$ cat config.mk
export PLATFORM = sky130hd
export DESIGN_NAME = int2flt_conv
export DESIGN_NICKNAME = d
export VERILOG_FILES = /design/src/rtl/int2flt_pkg.sv /design/src/rtl/int2flt_ctrl.sv /design/src/rtl/int2flt_dp.sv /design/src/rtl/int2flt_conv.sv
export SDC_FILE = /design/constraint.sdc
export NUM_CORES = 1
export LEC_CHECK = 0
export ABC_AREA = 0
export BUFFER_PORTS_ARGS = -buffer_cell sky130_fd_sc_hd__buf_2
export CORE_UTILIZATION = 45
export CTS_CLUSTER_DIAMETER = 30
export DETAILED_ROUTE_END_ITERATION = 16
export SKIP_LAST_GASP = 1
export SYNTH_ARGS = -nofsm -noshare
export SYNTH_HDL_FRONTEND = slang
export SYNTH_HIERARCHICAL = 1
export SYNTH_SLANG_ARGS = --single-unit
export TNS_END_PERCENT = 20
$ cat constraint.sdc
create_clock -name clk -period 5.8 [get_ports clk]
set_input_delay 0.29 -clock clk [delete_from_list [all_inputs] [get_ports clk]]
set_output_delay 0.29 -clock clk [all_outputs]
set_load 0.01 [all_outputs]
$ cat src/rtl/int2flt_pkg.sv
package int2flt_pkg;

  localparam int INT_W      = 32;
  localparam int EXP_W      = 8;
  localparam int FRAC_W     = 23;
  localparam int SIG_W      = FRAC_W + 1;
  localparam int EXT_W      = 3;
  localparam int NORM_W     = SIG_W + EXT_W;
  localparam int SUM_W      = SIG_W + 1;
  localparam int LZ_W       = $clog2(INT_W) + 1;
  localparam int EXP_BIAS   = 127;
  localparam int EXP_TOP    = EXP_BIAS + INT_W - 1;
  localparam int PIPE_DEPTH = 5;
  localparam int FLT_W      = 1 + EXP_W + FRAC_W;

  localparam logic [INT_W-1:0] MIN_INT   = {1'b1, {(INT_W-1){1'b0}}};
  localparam logic [FLT_W-1:0] FLT_ZERO  = '0;
  localparam logic [FLT_W-1:0] FLT_MINNEG = {1'b1, EXP_W'(EXP_TOP), {FRAC_W{1'b0}}};

  typedef enum logic [1:0] {
    RM_NEAR = 2'b00,
    RM_ZERO = 2'b01,
    RM_DOWN = 2'b10,
    RM_UP   = 2'b11
  } roundModeT;

  typedef enum logic [1:0] {
    K_NORM   = 2'b00,
    K_ZERO   = 2'b01,
    K_MINNEG = 2'b10
  } opKindT;

  // One load enable per register stage, driven by the valid chain.
  typedef struct packed {
    logic ldOut;
    logic ldD;
    logic ldC;
    logic ldB;
    logic ldA;
  } stageStrobesT;

  function automatic logic [LZ_W-1:0] countLead(input logic [INT_W-1:0] v);
    logic [LZ_W-1:0] n;
    logic found;
    n = LZ_W'(INT_W);
    found = 1'b0;
    for (int i = INT_W - 1; i >= 0; i--) begin
      if (!found && v[i]) begin
        n = LZ_W'(INT_W - 1 - i);
        found = 1'b1;
      end
    end
    return n;
  endfunction

endpackage

$ cat src/rtl/int2flt_ctrl.sv
module int2flt_ctrl
  import int2flt_pkg::*;
(
  input  logic         clk,
  input  logic         rstN,
  input  logic         inValid,
  output stageStrobesT strobes,
  output logic         outValid
);

  logic [PIPE_DEPTH-1:0] validPipe;

  always_ff @(posedge clk or negedge rstN) begin
    if (!rstN) validPipe <= '0;
    else       validPipe <= {validPipe[PIPE_DEPTH-2:0], inValid};
  end

  always_comb begin
    strobes.ldA   = inValid;
    strobes.ldB   = validPipe[0];
    strobes.ldC   = validPipe[1];
    strobes.ldD   = validPipe[2];
    strobes.ldOut = validPipe[3];
  end

  assign outValid = validPipe[PIPE_DEPTH-1];

endmodule

$ cat src/rtl/int2flt_dp.sv
module int2flt_dp
  import int2flt_pkg::*;
(
  input  logic             clk,
  input  logic             rstN,
  input  stageStrobesT     strobes,
  input  logic [INT_W-1:0] inInt,
  input  logic [1:0]       roundMode,
  output logic [FLT_W-1:0] outFloat,
  output logic             outInexact
);

  // ---------------- stage A: operand capture ----------------
  logic [INT_W-1:0] aOpnd;
  roundModeT        aMode;

  always_ff @(posedge clk or negedge rstN) begin
    if (!rstN) begin
      aOpnd <= '0;
      aMode <= RM_NEAR;
    end else if (strobes.ldA) begin
      aOpnd <= inInt;
      aMode <= roundModeT'(roundMode);
    end
  end

  // Special detect, negation and leading-zero prediction side by side.
  logic             aSign;
  opKindT           aKind;
  logic [INT_W-1:0] aOnes;
  logic [INT_W-1:0] aMag;
  logic [LZ_W-1:0]  aPredLz;

  always_comb begin
    aSign   = aOpnd[INT_W-1];
    aKind   = (aOpnd == '0) ? K_ZERO : ((aOpnd == MIN_INT) ? K_MINNEG : K_NORM);
    aOnes   = aOpnd ^ {INT_W{aSign}};
    aMag    = aOnes + INT_W'(aSign);
    aPredLz = countLead(aOnes);
  end

  // ---------------- stage B: normalize ----------------
  logic             bSign;
  opKindT           bKind;
  roundModeT        bMode;
  logic [INT_W-1:0] bMag;
  logic [LZ_W-1:0]  bPredLz;

  always_ff @(posedge clk or negedge rstN) begin
    if (!rstN) begin
      bSign   <= 1'b0;
      bKind   <= K_ZERO;
      bMode   <= RM_NEAR;
      bMag    <= '0;
      bPredLz <= '0;
    end else if (strobes.ldB) begin
      bSign   <= aSign;
      bKind   <= aKind;
      bMode   <= aMode;
      bMag    <= aMag;
      bPredLz <= aPredLz;
    end
  end

  logic [LZ_W-1:0]   bIdx;
  logic              bProbe;
  logic [LZ_W-1:0]   bLz;
  logic [INT_W-1:0]  bShift;
  logic [EXP_W-1:0]  bExp;
  logic [NORM_W-1:0] bNorm;

  always_comb begin
    // The ones'-complement count can be one too high when the magnitude is a
    // power of two; the bit just above the predicted leading one tells.
    bIdx   = LZ_W'(INT_W) - bPredLz;
    bProbe = bMag[bIdx[LZ_W-2:0]];
    bLz    = bPredLz - LZ_W'(bProbe);
    bShift = bMag << bLz[LZ_W-2:0];
    bExp   = EXP_W'(EXP_TOP) - EXP_W'(bLz);
    bNorm  = {bShift[INT_W-1 -: SIG_W+2], |bShift[INT_W-SIG_W-3:0]};
  end

  // ---------------- stage C: round ----------------
  logic              cSign;
  opKindT            cKind;
  roundModeT         cMode;
  logic [EXP_W-1:0]  cExp;
  logic [NORM_W-1:0] cNorm;

  always_ff @(posedge clk or negedge rstN) begin
    if (!rstN) begin
      cSign <= 1'b0;
      cKind <= K_ZERO;
      cMode <= RM_NEAR;
      cExp  <= '0;
      cNorm <= '0;
    end else if (strobes.ldC) begin
      cSign <= bSign;
      cKind <= bKind;
      cMode <= bMode;
      cExp  <= bExp;
      cNorm <= bNorm;
    end
  end

  logic [SIG_W-1:0]  cSig;
  logic              cGuard, cRnd, cStky, cAnyExt, cInc, cCarry;
  logic [SUM_W-1:0]  cSum;
  logic [FRAC_W-1:0] cFrac;
  logic [EXP_W-1:0]  cExpAdj;

  always_comb begin
    cSig    = cNorm[NORM_W-1:EXT_W];
    cGuard  = cNorm[2];
    cRnd    = cNorm[1];
    cStky   = cNorm[0];
    cAnyExt = cGuard | cRnd | cStky;
    case (cMode)
      RM_NEAR: cInc = cGuard & (cRnd | cStky | cSig[0]);
      RM_ZERO: cInc = 1'b0;
      RM_DOWN: cInc = cSign & cAnyExt;
      RM_UP:   cInc = ~cSign & cAnyExt;
      default: cInc = 1'b0;
    endcase
    cSum    = {1'b0, cSig} + SUM_W'(cInc);
    cCarry  = cSum[SUM_W-1];
    cFrac   = cCarry ? cSum[SIG_W-1:1] : cSum[FRAC_W-1:0];
    cExpAdj = cExp + EXP_W'(cCarry);
  end

  // ---------------- stage D: pack ----------------
  logic              dSign;
  opKindT            dKind;
  logic [EXP_W-1:0]  dExp;
  logic [FRAC_W-1:0] dFrac;
  logic              dInexact;

  always_ff @(posedge clk or negedge rstN) begin
    if (!rstN) begin
      dSign    <= 1'b0;
      dKind    <= K_ZERO;
      dExp     <= '0;
      dFrac    <= '0;
      dInexact <= 1'b0;
    end else if (strobes.ldD) begin
      dSign    <= cSign;
      dKind    <= cKind;
      dExp     <= cExpAdj;
      dFrac    <= cFrac;
      dInexact <= cAnyExt & (cKind == K_NORM);
    end
  end

  logic [FLT_W-1:0] dWord;

  always_comb begin
    case (dKind)
      K_ZERO:   dWord = FLT_ZERO;
      K_MINNEG: dWord = FLT_MINNEG;
      default:  dWord = {dSign, dExp, dFrac};
    endcase
  end

  // ---------------- output register ----------------
  always_ff @(posedge clk or negedge rstN) begin
    if (!rstN) begin
      outFloat   <= '0;
      outInexact <= 1'b0;
    end else if (strobes.ldOut) begin
      outFloat   <= dWord;
      outInexact <= dInexact;
    end
  end

endmodule

$ cat src/rtl/int2flt_conv.sv
module int2flt_conv
  import int2flt_pkg::*;
(
  input  logic        clk,
  input  logic        rstN,
  input  logic        inValid,
  input  logic [31:0] inInt,
  input  logic [1:0]  roundMode,
  output logic        outValid,
  output logic [31:0] outFloat,
  output logic        outInexact
);

  stageStrobesT strobes;

  int2flt_ctrl u_ctrl (
    .clk      (clk),
    .rstN     (rstN),
    .inValid  (inValid),
    .strobes  (strobes),
    .outValid (outValid)
  );

  int2flt_dp u_dp (
    .clk        (clk),
    .rstN       (rstN),
    .strobes    (strobes),
    .inInt      (inInt),
    .roundMode  (roundMode),
    .outFloat   (outFloat),
    .outInexact (outInexact)
  );

endmodule

# Yosys cells after proc, flatten, opt, wreduce, memory -nomap -nowiden
# Index checks and enable logic that the tools add are counted.
op_classes:
  reduce_logical: 66
  shifts: 1
  order_cmp: 1
  bitwise: 10
  n_mux: 70
  n_eq_ne: 6
  addsub: 6
op_table:
  columns: ["op", "n"]
  rows:
  - ["6-bit two-way mux", 32]
  - ["32-bit case mux with 2 select lines", 1]
  - ["32-bit by 1-bit adder with 32-bit output", 1]
  - ["32-bit == test (second input constant)", 1]
  - ["32-bit zero test", 1]
  - ["1-bit two-way mux", 32]
  - ["32-bit by 5-bit << shifter with 32-bit output", 1]
  - ["32-bit bitwise XOR", 1]
  - ["1-bit logical AND", 31]
  - ["1-bit zero test", 31]
  - ["24-bit by 1-bit adder with 25-bit output", 1]
  - ["23-bit two-way mux", 1]
  - ["8-bit by 1-bit adder with 8-bit output", 1]
  - ["8-bit by 6-bit subtractor with 8-bit output (first input constant)", 1]
  - ["2-bit == test (second input constant)", 3]
  - ["5-bit by 6-bit < comparator with 1-bit output (second input constant)", 1]
  - ["6-bit OR reduction", 1]
  - ["6-bit by 1-bit subtractor with 6-bit output", 1]
  - ["1-bit binary-select mux with 5-bit select", 1]
  - ["1-bit by 5-bit subtractor with 5-bit output (first input constant)", 1]
  - ["1-bit AND", 4]
  - ["2-bit by 1-bit == test with 1-bit output (second input constant)", 2]
  - ["2-bit zero test", 2]
  - ["2-bit two-way mux", 2]
  - ["other kinds (3)", 6]
word_totals:
  regBits: 190
  wordCells: 180

# Logic depth before layout (Yosys ltp)
# Gate-level depths: netlist of run 1.
depth:
  word_depth: 95
  ltp_mapped: 18
  depth_no_buf: 14

# Modules after synthesis
# Netlist of run 1, hierarchy kept.
modules_own_cells:
  columns: ["mod", "cells_per_inst", "instances", "area_each_um2"]
  rows:
  - ["int2flt_dp", 1259, 1, 11788.8]
  - ["int2flt_ctrl", 6, 1, 132.6]

# Least setup slack after synthesis of run 1
# No wires, ideal clock.
synth_timing:
  kind: "reg2reg"
  start: "register u_dp.bPredLz[0]"
  end: "register u_dp.cNorm[24]"
  synth_period_minus_slack_ns: 4.765
  setup_time_ns: 0.137
  t_required_ns: 5.663
  arrival_time_ns: 4.628
  path_slack_ns: 1.035
  stages_incl_launch_ff: 18
  path_cell_list: "dfrtp_1 > clkbuf_1 > inv_1 > ha_1 > clkbuf_1 > mux4_2 > mux4_2 > mux2_2 > ha_1 > ha_1 > clkbuf_1 > buf_1 > clkbuf_1 > mux4_2 > nand2_1 > a31oi_1 > mux2i_1 > a21oi_1"
synth_via:
  elab_chain_cells: 5
synth_rtl:
  columns: ["element", "line_no", "source"]
  rows:
  - ["from (decl)", "int2flt_dp.sv:47", "logic [LZ_W-1:0] bPredLz;"]
  - ["from (signal assigned)", "int2flt_dp.sv:61", "bPredLz <= aPredLz;"]
  - ["1-bit by 5-bit subtractor with 5-bit output", "int2flt_dp.sv:75", "bIdx = LZ_W'(INT_W) - bPredLz;"]
  - ["1-bit binary-select mux with 5-bit select", "int2flt_dp.sv:76", "bProbe = bMag[bIdx[LZ_W-2:0]];"]
  - ["1-bit two-way mux (not written as such)", "int2flt_dp.sv:76", null]
  - ["6-bit by 1-bit subtractor with 6-bit output (*)", "int2flt_dp.sv:77", "bLz = bPredLz - LZ_W'(bProbe);"]
  - ["32-bit by 5-bit << shifter with 32-bit output (*)", "int2flt_dp.sv:78", "bShift = bMag << bLz[LZ_W-2:0];"]
  - ["to (signal assigned)", "int2flt_dp.sv:102", "cNorm <= bNorm;"]
  - ["to (decl)", "int2flt_dp.sv:88", "logic [NORM_W-1:0] cNorm;"]
# Every way passes the cells marked *; elsewhere a longest branch is shown, timed or not. The select of a mux whose other input is x is not followed.
# A chain may end at the register's enable or synchronous reset.

# Worst setup path in the final report of run 1
layout_timing:
  start: "register u_dp.bPredLz[0]"
  end: "register u_dp.cNorm[19]"
# The elaborated chain is that of the path after synthesis.

==> results_dict.tcl, run 1 <==
set metrics [dict create \
    worstHoldPathType "in2reg" \
    grt_start_max_net_pins 95 \
    via_per_inst 5.87 \
    crit_path_end_kind "flop" \
    fmax_mhz 205 \
    totalWireLength_um 29100 \
    cts_buffers 17 \
    fin_setup_tns_ns 0 \
    antenna_found_initial 0 \
    io_buffers 70 \
    vdd.ir_drop.worst_mv 0.207 \
    synth-edff-count 0 \
    wl_per_cell_um 18.0 \
    leakage_nw 5.38 \
    antenna_left 0 \
    drv_slew 0 \
    preCtsSetupSlack_ns 0.945 \
    core-area_mm2 0.0261 \
    finClkSkew_ns 0.0164 \
    total_power_w 0.00559 \
    cts_resized 0 \
    yosys_most_used_dff "dfrtp_1" \
    nets 1318 \
    synth_fp_nets 1315 \
    tightest_slew_ns 0.948 \
    drive_above_1_share 0.207 \
    path_clk_slew_ns 0.08 \
    grt_pass1_vias 8752 \
    max_cap_violations 0 \
    place_area_mm2 0.0125 \
    hpwl_um 20500 \
    io_pins 71 \
    setup-violations-final 0 \
    synth_cells 1265 \
    period_share 0.841 \
    drc 0 \
    outcome "finished, final reports clean" \
    clock_latency_ns 0.44 \
    critical_path_class "reg2reg" \
    grt_first_pass_wirelength_um 47100 \
    diodes 0 \
    netlist_area_mm2 0.0119 \
    ys_seq_elements 190 \
    areaGrowthSynthToFinish_pct 9.52 \
    grtUsageTotal 0.221 \
    crit_fanout 39 \
    first_pass_iters 6 \
    root_buffer "clkbuf_16" \
    grt-ovfl-total 0 \
    cts_tree "built" \
    post_cts_buffers 0 \
    period_needed_ns 4.88 \
    cts_sinks 190 \
    yosysWarnings 6 \
    drt_iter0_drc 867 \
    holdBufCountCts 1 \
    synthArstFlopShare 1.00 \
    dieArea_mm2 0.0271 \
    arrival_ns 5.16 \
    fin_area_mm2 0.0131 \
    start_util 0.457 \
    synth.avg_cell_area_um2 9.42 \
    finalHoldViolCount 0 \
    r2r_slack_ns 0.92 \
    ys_types 72 \
    fp-row-count 59 \
    crit_required_ns 6.09 \
    power-per-cell-area_mw_per_mm2 428 \
    vias 9490 \
    clk_path_buf_depth 2 \
    fin_ws_ns 0.924 \
    cts_max_level 4 \
    ys_seq_area_frac 0.399 \
    startpoint_type "flop" \
    slew_headroom 0.368 \
    die_h_um 165 \
    die_w_um 165 \
    grt_setup_unrepaired "no" \
    gp_congestion 0.852 \
]
-- synthesized netlist by cell type, types with 4 or more instances --
master,instances,area (um^2)
o22a_1,5,43.8
nor3b_1,7,52.6
nor3_1,17,85.1
o31ai_1,5,37.5
o31a_1,5,43.8
inv_1,65,244
a32o_1,4,40.0
nand2b_1,10,62.6
o21ai_0,74,370
a311oi_1,4,35.0
nand3_1,70,350
ha_1,13,163
mux4_2,37,833
o21a_1,4,30.0
buf_1,10,37.5
o22ai_1,17,106
buf_2,11,55.1
nor2_1,83,312
clkbuf_1,83,312
nand4_1,9,56.3
dfrtp_1,187,4680
nor2b_1,15,93.8
xnor2_1,60,526
o2111ai_1,5,43.8
or3_1,6,37.5
and3b_1,5,43.8
xor2_1,25,219
a31o_2,12,105
o211ai_1,10,75.1
and2_1,9,56.3
nand2_1,123,462
a31oi_1,11,68.8
o221ai_1,5,43.8
a21oi_1,70,350
or4_1,7,52.6
mux2i_1,11,110
mux2_2,76,856
and3_1,22,138
nor4_1,11,68.8
a32oi_1,6,52.6
-- cell usage in the layout, fill, tap and decap left out, types with 6 or more instances in the layout --
cell type  instances
dfrtp_1          183
nand2_1          123
nor2_1            83
mux2_2            76
o21ai_0           74
a21oi_1           70
nand3_1           70
buf_2             69
inv_1             65
xnor2_1           58
mux4_2            37
xor2_1            24
and3_1            22
buf_4             19
clkbuf_16         17
nor3_1            17
o22ai_1           17
nor2b_1           15
a31o_2            12
ha_1              12
mux2i_1           11
nor4_1            11
a31oi_1           11
nand2b_1          10
o211ai_1          10
and2_1             9
nand4_1            9
nor3b_1            7
or4_1              7
or3_1              6
a32oi_1            6
-- layer usage --
metal / global-route usage / wire length, um / vias up
li1: - / - / 4534
met1: 0.318 / 13600 / 4646
met2: 0.349 / 13600 / 283
met3: 0.0349 / 1520 / 27
met4: 0.0517 / 405 / 0
met5: 0 / 0 / -
-- path summary, 6_finish.rpt --
check / startpoint / end / cells after the start
max in group asynchronous: rstN / u_ctrl/validPipe[2]$_DFF_PN0_ / 3
worst max register to register: u_dp/bPredLz[0]$_DFFE_PN0P_ / u_dp/cNorm[19]$_DFFE_PN0P_ / 13
worst min-delay path: inInt[25] / u_dp/aOpnd[25]$_DFFE_PN0P_ / 3
worst max-delay path: u_dp/bPredLz[0]$_DFFE_PN0P_ / u_dp/cNorm[19]$_DFFE_PN0P_ / 13
worst min register to register: u_dp/bKind[1]$_DFFE_PN0P_ / u_dp/bKind[1]$_DFFE_PN0P_ / 1
min in group asynchronous: rstN / u_ctrl/validPipe[0]$_DFF_PN0_ / 2
-- sequential cells by signal, indices dropped and copies added (netlist names) --
signal / flops
u_dp/dExp: 8
u_dp/cKind: 2
u_dp/outInexact: 1
u_dp/cSign: 1
u_dp/cNorm: 27
u_dp/cExp: 8
u_dp/bSign: 1
u_dp/bMode: 2
u_dp/bMag: 32
u_dp/dKind: 2
u_dp/cMode: 2
u_dp/dFrac: 23
u_dp/dSign: 1
u_dp/aMode: 2
u_dp/aOpnd: 32
u_ctrl/validPipe: 5
u_dp/bPredLz: 6
u_dp/outFloat: 32
u_dp/bKind: 2
u_dp/dInexact: 1
-- power by group --
part | internal, W | switching [W] | leakage, nW
combinational | 0.00115 | 0.00119 | 2.83
sequential | 0.00167 | 0.000404 | 2.27
clock | 0.000584 | 0.000588 | 0.289
-- per-stage QoR --
| stage | instances | utilization | hold WS [ns] |
|---|---|---|---|
| finish | 1616 | 0.501 | 0.0507 |
| global placement | 1583 | 0.478 | 0.411 |
| CTS | 1616 | 0.501 | 0.0405 |
| floorplan | 1265 | - | -0.00559 |
| detailed placement | 1583 | 0.478 | 0.416 |
| global route | 1616 | 0.501 | 0.0526 |
-- worst max-delay path: stages (launching register included) --
cell and delay, ns:
dfrtp_1 0.68, inv_1 0.17, ha_1 0.54, mux4_2 0.36, mux4_2 0.48, mux2_2 0.28
ha_2 0.32, buf_4 0.49, mux4_2 0.62, mux2_2 0.30, nand2_1 0.06, o21ai_0 0.12
a21oi_1 0.21, a21oi_1 0.08
-- kinds of logic (layout without fill, tap and decap cells) --
logic type,after synthesis,in the layout,synth area share
mux,124,124,0.151
buf+inv,172,188,0.0563
fa+ha+maj,13,13,0.0136
compound gates,269,269,0.145
flops,190,190,0.399
xor+xnor,85,85,0.0624
simple gates,412,412,0.173
-- layout make-up --
type,instances,area [um^2]
sequential,190,4770
clock buffer,18,429
timing repair buffer,90,512
multi-input combinational,903,6520
clock inverter,14,165
tap,335,419
fill,2438,13000
inverter,66,248
No activity file was read; power rests on OpenSTA's default activity.
==> run 2, diff against run 1 <==
Clock period 5.8 ns to 4 ns, I/O delays scaled along.
==> run 2 against run 1 <==
Net effect: sequential share of layout area is 1.6 points lower; clock power increased by 45%; final area rose by 4.5%; combinational power up 60%; register-to-register slack got worse by 0.78 ns.
==> results_dict.tcl, run 2 (synthesis results as in run 1) <==
set metrics [dict create \
    place_area_mm2 0.0126 \
    max_cap_violations 0 \
    io_pins 71 \
    drv_slew 0 \
    root_buffer "clkbuf_16" \
    outcome "finished, final reports clean" \
    fmax_mhz 259 \
    fp-row-count 59 \
    cts_max_level 4 \
    slew_headroom 0.424 \
    power_frac_clock 0.201 \
    worstHoldPathType "in2reg" \
    cts_tree "built" \
    nets 1368 \
    hpwl_um 20800 \
    totalWireLength_um 29300 \
    cts_buffers 17 \
    finClkSkew_ns 0.0188 \
    reg.largest.list "u_dp/aOpnd: 32 flops, u_dp/bMag: 32 flops, u_dp/outFloat: 32 flops" \
    grt-busiest-layer "met2" \
    power-per-cell-area_mw_per_mm2 619 \
    grt_pass1_vias 9108 \
    grt.met1_usage 0.333 \
    critical_path_class "reg2reg" \
    drc 0 \
    final_cell_mix "dfrtp_1, nand2_1, nor2_1" \
    dpl.cell_count 1596 \
    die_h_um 165 \
    crit_required_ns 4.29 \
    path_clk_slew_ns 0.08 \
    period_share 0.965 \
    antenna_found_initial 0 \
    vdd.ir_drop.worst_mv 0.349 \
    combPwrFrac 0.444 \
    finalHoldViolCount 0 \
    cts_sinks 190 \
    vias 9719 \
    drt_iter0_drc 868 \
    grt_start_max_net_pins 103 \
    mostFrequentLayoutCell "dfrtp_1" \
    finalNonFillerCells 1666 \
    drive_above_1_share 0.214 \
    fin_area_mm2 0.0136 \
    switching_share 0.384 \
    antenna_left 0 \
    grt_first_pass_wirelength_um 48900 \
    grtUsageTotal 0.229 \
    core-area_mm2 0.0261 \
    io_buffers 70 \
    crit_path_end_kind "flop" \
    clock_latency_ns 0.44 \
    grt-ovfl-total 0 \
    clk_path_buf_depth 2 \
    period_needed_ns 3.86 \
    start_util 0.457 \
    groute.layer.met2.usage 0.357 \
    setup-violations-final 0 \
    startpoint_type "flop" \
    grtUsageMet3 0.0337 \
    tightest_slew_ns 0.863 \
    via_per_inst 5.83 \
    fin_setup_tns_ns 0 \
    power_frac_seq 0.355 \
    grt_setup_unrepaired "no" \
    wl_per_cell_um 17.6 \
    nFillCells 2389 \
    areaGrowthSynthToFinish_pct 14.4 \
    diodes 0 \
    gp_congestion 0.893 \
    arrival_ns 4.15 \
    dieArea_mm2 0.0271 \
    die_w_um 165 \
    r2r_slack_ns 0.14 \
    crit_fanout 35 \
    switchingPower_w 0.00325 \
    first_pass_iters 5 \
    leakage_nw 5.64 \
    power.internal_w 0.00520 \
]
## run 2: layout make-up
type / instances / area [um^2] / share of cell area
Sequential cell: 190 / 4770 / 0.349
Inverter: 66 / 248 / 0.0182
Timing Repair Buffer: 140 / 1070 / 0.0783
Tap cell: 335 / 419 / 0.0307
Clock inverter: 15 / 165 / 0.0121
Multi-Input combinational cell: 903 / 6550 / 0.480
Clock buffer: 17 / 425 / 0.0312
## run 2: final timing paths
kind                                             start                       endpoint  cells past startpoint
max                        u_dp/bPredLz[1]$_DFFE_PN0P_     u_dp/cNorm[26]$_DFFE_PN0P_                     13
min                                            inValid  u_ctrl/validPipe[0]$_DFF_PN0_                      1
max reg2reg                u_dp/bPredLz[1]$_DFFE_PN0P_     u_dp/cNorm[26]$_DFFE_PN0P_                     13
min reg2reg                  u_dp/bKind[1]$_DFFE_PN0P_      u_dp/bKind[1]$_DFFE_PN0P_                      1
max in group asynchronous                         rstN     u_dp/aOpnd[28]$_DFFE_PN0P_                      3
min in group asynchronous                         rstN     u_dp/aOpnd[30]$_DFFE_PN0P_                      2
## run 2: critical path, stage by stage, from the launching register on
cell,delay [ns]
dfrtp_1,0.37
inv_1,0.09
ha_4,0.34
mux4_2,0.31
mux4_2,0.48
mux2_2,0.30
ha_4,0.17
ha_1,0.31
buf_12,0.21
mux4_2,0.37
mux2i_2,0.36
nand2_1,0.09
o31ai_1,0.13
o221ai_1,0.17
## run 2: power groups by stage
stage                     Sequential (W)  Clock (W)  Combinational, W
after floorplan                  0.00282          0           0.00270
after global placement           0.00303          0           0.00353
after detailed placement         0.00304          0           0.00356
after CTS                        0.00300    0.00175           0.00361
after global routing             0.00309    0.00184           0.00413
final                            0.00300    0.00170           0.00375
## run 2: through the flow
step	utilization	power (W)	hold slack, ns	setup WS (ns)
after floorplan	-	0.00552	-0.0956	0.00256
after global placement	0.484	0.00656	0.341	-0.0802
after detailed placement	0.484	0.00659	0.364	-0.143
after CTS	0.521	0.00836	0.297	0.0169
after global routing	0.523	0.00906	0.350	0.0148
final	0.523	0.00845	0.301	0.139
## run 2: repair_timing
action	CTS	global route
buffers inserted	0	2
endpoints found under the setup margin	10	20
hold endpoints to repair	130	0
gates resized for setup	2	4
hold buffers	35	0
gates cloned	0	1
## run 2: metal layers
layer / routed length [um] / part of all wire / vias to the layer above
met3: 1590 / 0.054 / 27
met1: 13700 / 0.47 / 4738
met5: 0 / 0 / -
met2: 13500 / 0.46 / 318
li1: - / - / 4636
met4: 458 / 0.016 / 0
==> run 3, diff against run 2 <==
--- a/config.mk
+++ b/config.mk
@@ -8,4 +8,5 @@
 export ABC_AREA = 0
 export BUFFER_PORTS_ARGS = -buffer_cell sky130_fd_sc_hd__buf_2
+export CAP_MARGIN = 5
 export CORE_UTILIZATION = 45
 export CTS_CLUSTER_DIAMETER = 30
@@ -16,3 +17,2 @@
 export SYNTH_HIERARCHICAL = 1
 export SYNTH_SLANG_ARGS = --single-unit
-export TNS_END_PERCENT = 20
==> constraint.sdc (replaced) <==
create_clock -name clk -period 4 [get_ports clk]
set_input_delay 0.8 -clock clk [delete_from_list [all_inputs] [get_ports clk]]
set_output_delay 0.8 -clock clk [all_outputs]
set_load 0.01 [all_outputs]
==> run 3 against run 2 <==
Net effect: clock skew shrank 0.0019 ns; sequential share of layout area grew 0.70 points; first-iteration DRC count shrank 7.8%; worst setup slack gained 0.015 ns; critical path depth grew 2; die area is the same; count of clock-buffer cells in the layout grew 1; register-to-register slack is essentially flat; critical endpoint is now u_dp/cNorm[24]$_DFFE_PN0P_; highest routed layer unchanged.
==> results_dict.tcl, run 3 (synthesis results as in run 1) <==
set metrics [dict create \
    grtUsageTotal 0.222 \
    grt-ovfl-total 0 \
    crit_path_end_kind "flop" \
    die_w_um 165 \
    whs_ns 0.409 \
    period_needed_ns 3.85 \
    reg2reg_depth 15 \
    cts_max_level 4 \
    period_share 0.962 \
    drc 0 \
    finalHoldViolCount 0 \
    vias 9462 \
    root_buffer "clkbuf_16" \
    drt_iter0_drc 800 \
    grt_first_pass_wirelength_um 47400 \
    via_per_inst 5.79 \
    max_cap_violations 0 \
    antenna_found_initial 0 \
    crit_chain "inv_1 -> ha_4 -> mux4_2 -> mux4_2 -> mux2_2 -> ha_4 -> ha_1 -> buf_4 -> inv_1 -> buf_4 -> a211oi_1 -> o311a_1 -> a31oi_1 -> mux2i_1 -> a21oi_1" \
    diodes 0 \
    fmax_mhz 260 \
    mostFrequentLayoutCell "dfrtp_1" \
    setup-violations-final 0 \
    tightest_slew_ns 0.949 \
    holdBufCountCts 0 \
    start_util 0.457 \
    first_pass_iters 5 \
    outcome "finished, final reports clean" \
    grt_pass1_vias 8854 \
    worstHoldPathType "in2async" \
    slew_headroom 0.367 \
    slowest_stage "mux4_2" \
    fp-row-count 59 \
    dieArea_mm2 0.0271 \
    power-per-cell-area_mw_per_mm2 636 \
    reg.largest.list "u_dp/aOpnd: 32 flops, u_dp/bMag: 32 flops, u_dp/outFloat: 32 flops" \
    place_area_mm2 0.0127 \
    io_buffers 70 \
    fin_area_mm2 0.0134 \
    cts_tree "built" \
    io_pins 71 \
    path_clk_slew_ns 0.08 \
    crit_required_ns 4.32 \
    leakage_nw 5.53 \
    drv_slew 0 \
    finClkSkew_ns 0.0169 \
    cts_sinks 190 \
    startpoint_type "flop" \
    gp_congestion 0.865 \
    grt_start_max_net_pins 97 \
    areaGrowthSynthToFinish_pct 12.2 \
    vdd.ir_drop.worst_mv 0.363 \
    final_cell_mix "dfrtp_1, nand2_1, nor2_1" \
    totalWireLength_um 28800 \
    die_h_um 165 \
    wl_per_cell_um 17.6 \
    grt_setup_unrepaired "no" \
    cts_buffers 17 \
    arrival_ns 4.17 \
    crit_fanout 15 \
    hpwl_um 20800 \
    critical_path_class "reg2reg" \
    drive_above_1_share 0.222 \
    clock_latency_ns 0.45 \
    clk_path_buf_depth 2 \
    antenna_left 0 \
    critPathMaxStageDelay_ns 0.48 \
    nets 1335 \
    nFillCells 2452 \
    total_power_w 0.00851 \
    core-area_mm2 0.0261 \
]
-- run 3: metrics by stage --
step                utilization  worst slack [ns]  setup TNS, ns  instances
detailed placement        0.487            -0.127         -0.264       1600
finish                    0.513             0.153              0       1633
floorplan                     -           0.00256              0       1265
global route              0.513            0.0128              0       1633
global placement          0.487           -0.0708         -0.152       1600
CTS                       0.511            0.0463              0       1632
-- run 3: metal layers --
layer | vias to the layer above | global-route usage | wire length (um)
met1 | 4607 | 0.318 | 13800
met2 | 242 | 0.345 | 13100
met5 | - | 0 | 0
met3 | 37 | 0.0387 | 1390
met4 | 0 | 0.0609 | 490
li1 | 4576 | - | -
-- run 3: worst paths after layout --
check	from	end	slack, ns
max in group asynchronous	rstN	u_dp/aOpnd[31]$_DFFE_PN0P_	2.71
min in group clk	u_dp/dExp[6]$_DFFE_PN0P_	u_dp/outFloat[29]$_DFFE_PN0P_	0.51
hold / removal	rstN	u_dp/aMode[0]$_DFFE_PN0P_	0.41
setup reg to reg	u_dp/bPredLz[0]$_DFFE_PN0P_	u_dp/cNorm[24]$_DFFE_PN0P_	0.15
setup / recovery	u_dp/bPredLz[0]$_DFFE_PN0P_	u_dp/cNorm[24]$_DFFE_PN0P_	0.15
hold reg to reg	u_dp/dExp[6]$_DFFE_PN0P_	u_dp/outFloat[29]$_DFFE_PN0P_	0.51
-- run 3: worst max-delay path: cells and delay by family (launching register included) --
| family | cells | cell delay, ns |
|---|---|---|
| buf+inv | 4 | 0.64 |
| mux | 4 | 1.26 |
| fa+ha+maj | 3 | 0.83 |
| flops | 1 | 0.38 |
| compound gates | 4 | 0.62 |
-- run 3: final cells by class --
cell class	instances	area [um^2]	share of cell area
multi-input cells	903	6550	0.490
well taps	335	419	0.0313
repair buffers	107	766	0.0573
flip-flops and latches	190	4770	0.356
inverters	66	248	0.0185
clock inverters	14	183	0.0137
clock buffers	18	439	0.0328
-- run 3: timing repair --
item | in CTS | in global routing
gates cloned | 0 | 1
hold endpoints to repair | 0 | 0
setup endpoints to repair | 4 | 17
buffers inserted | 0 | 0
resized for setup | 3 | 6
-- run 3: power breakdown --
part           leakage (nW)  internal, W  total [W]  switching, W
Clock                 0.301     0.000871    0.00174      0.000866
Sequential             2.27      0.00242    0.00298      0.000560
Combinational          2.96      0.00195    0.00379       0.00184
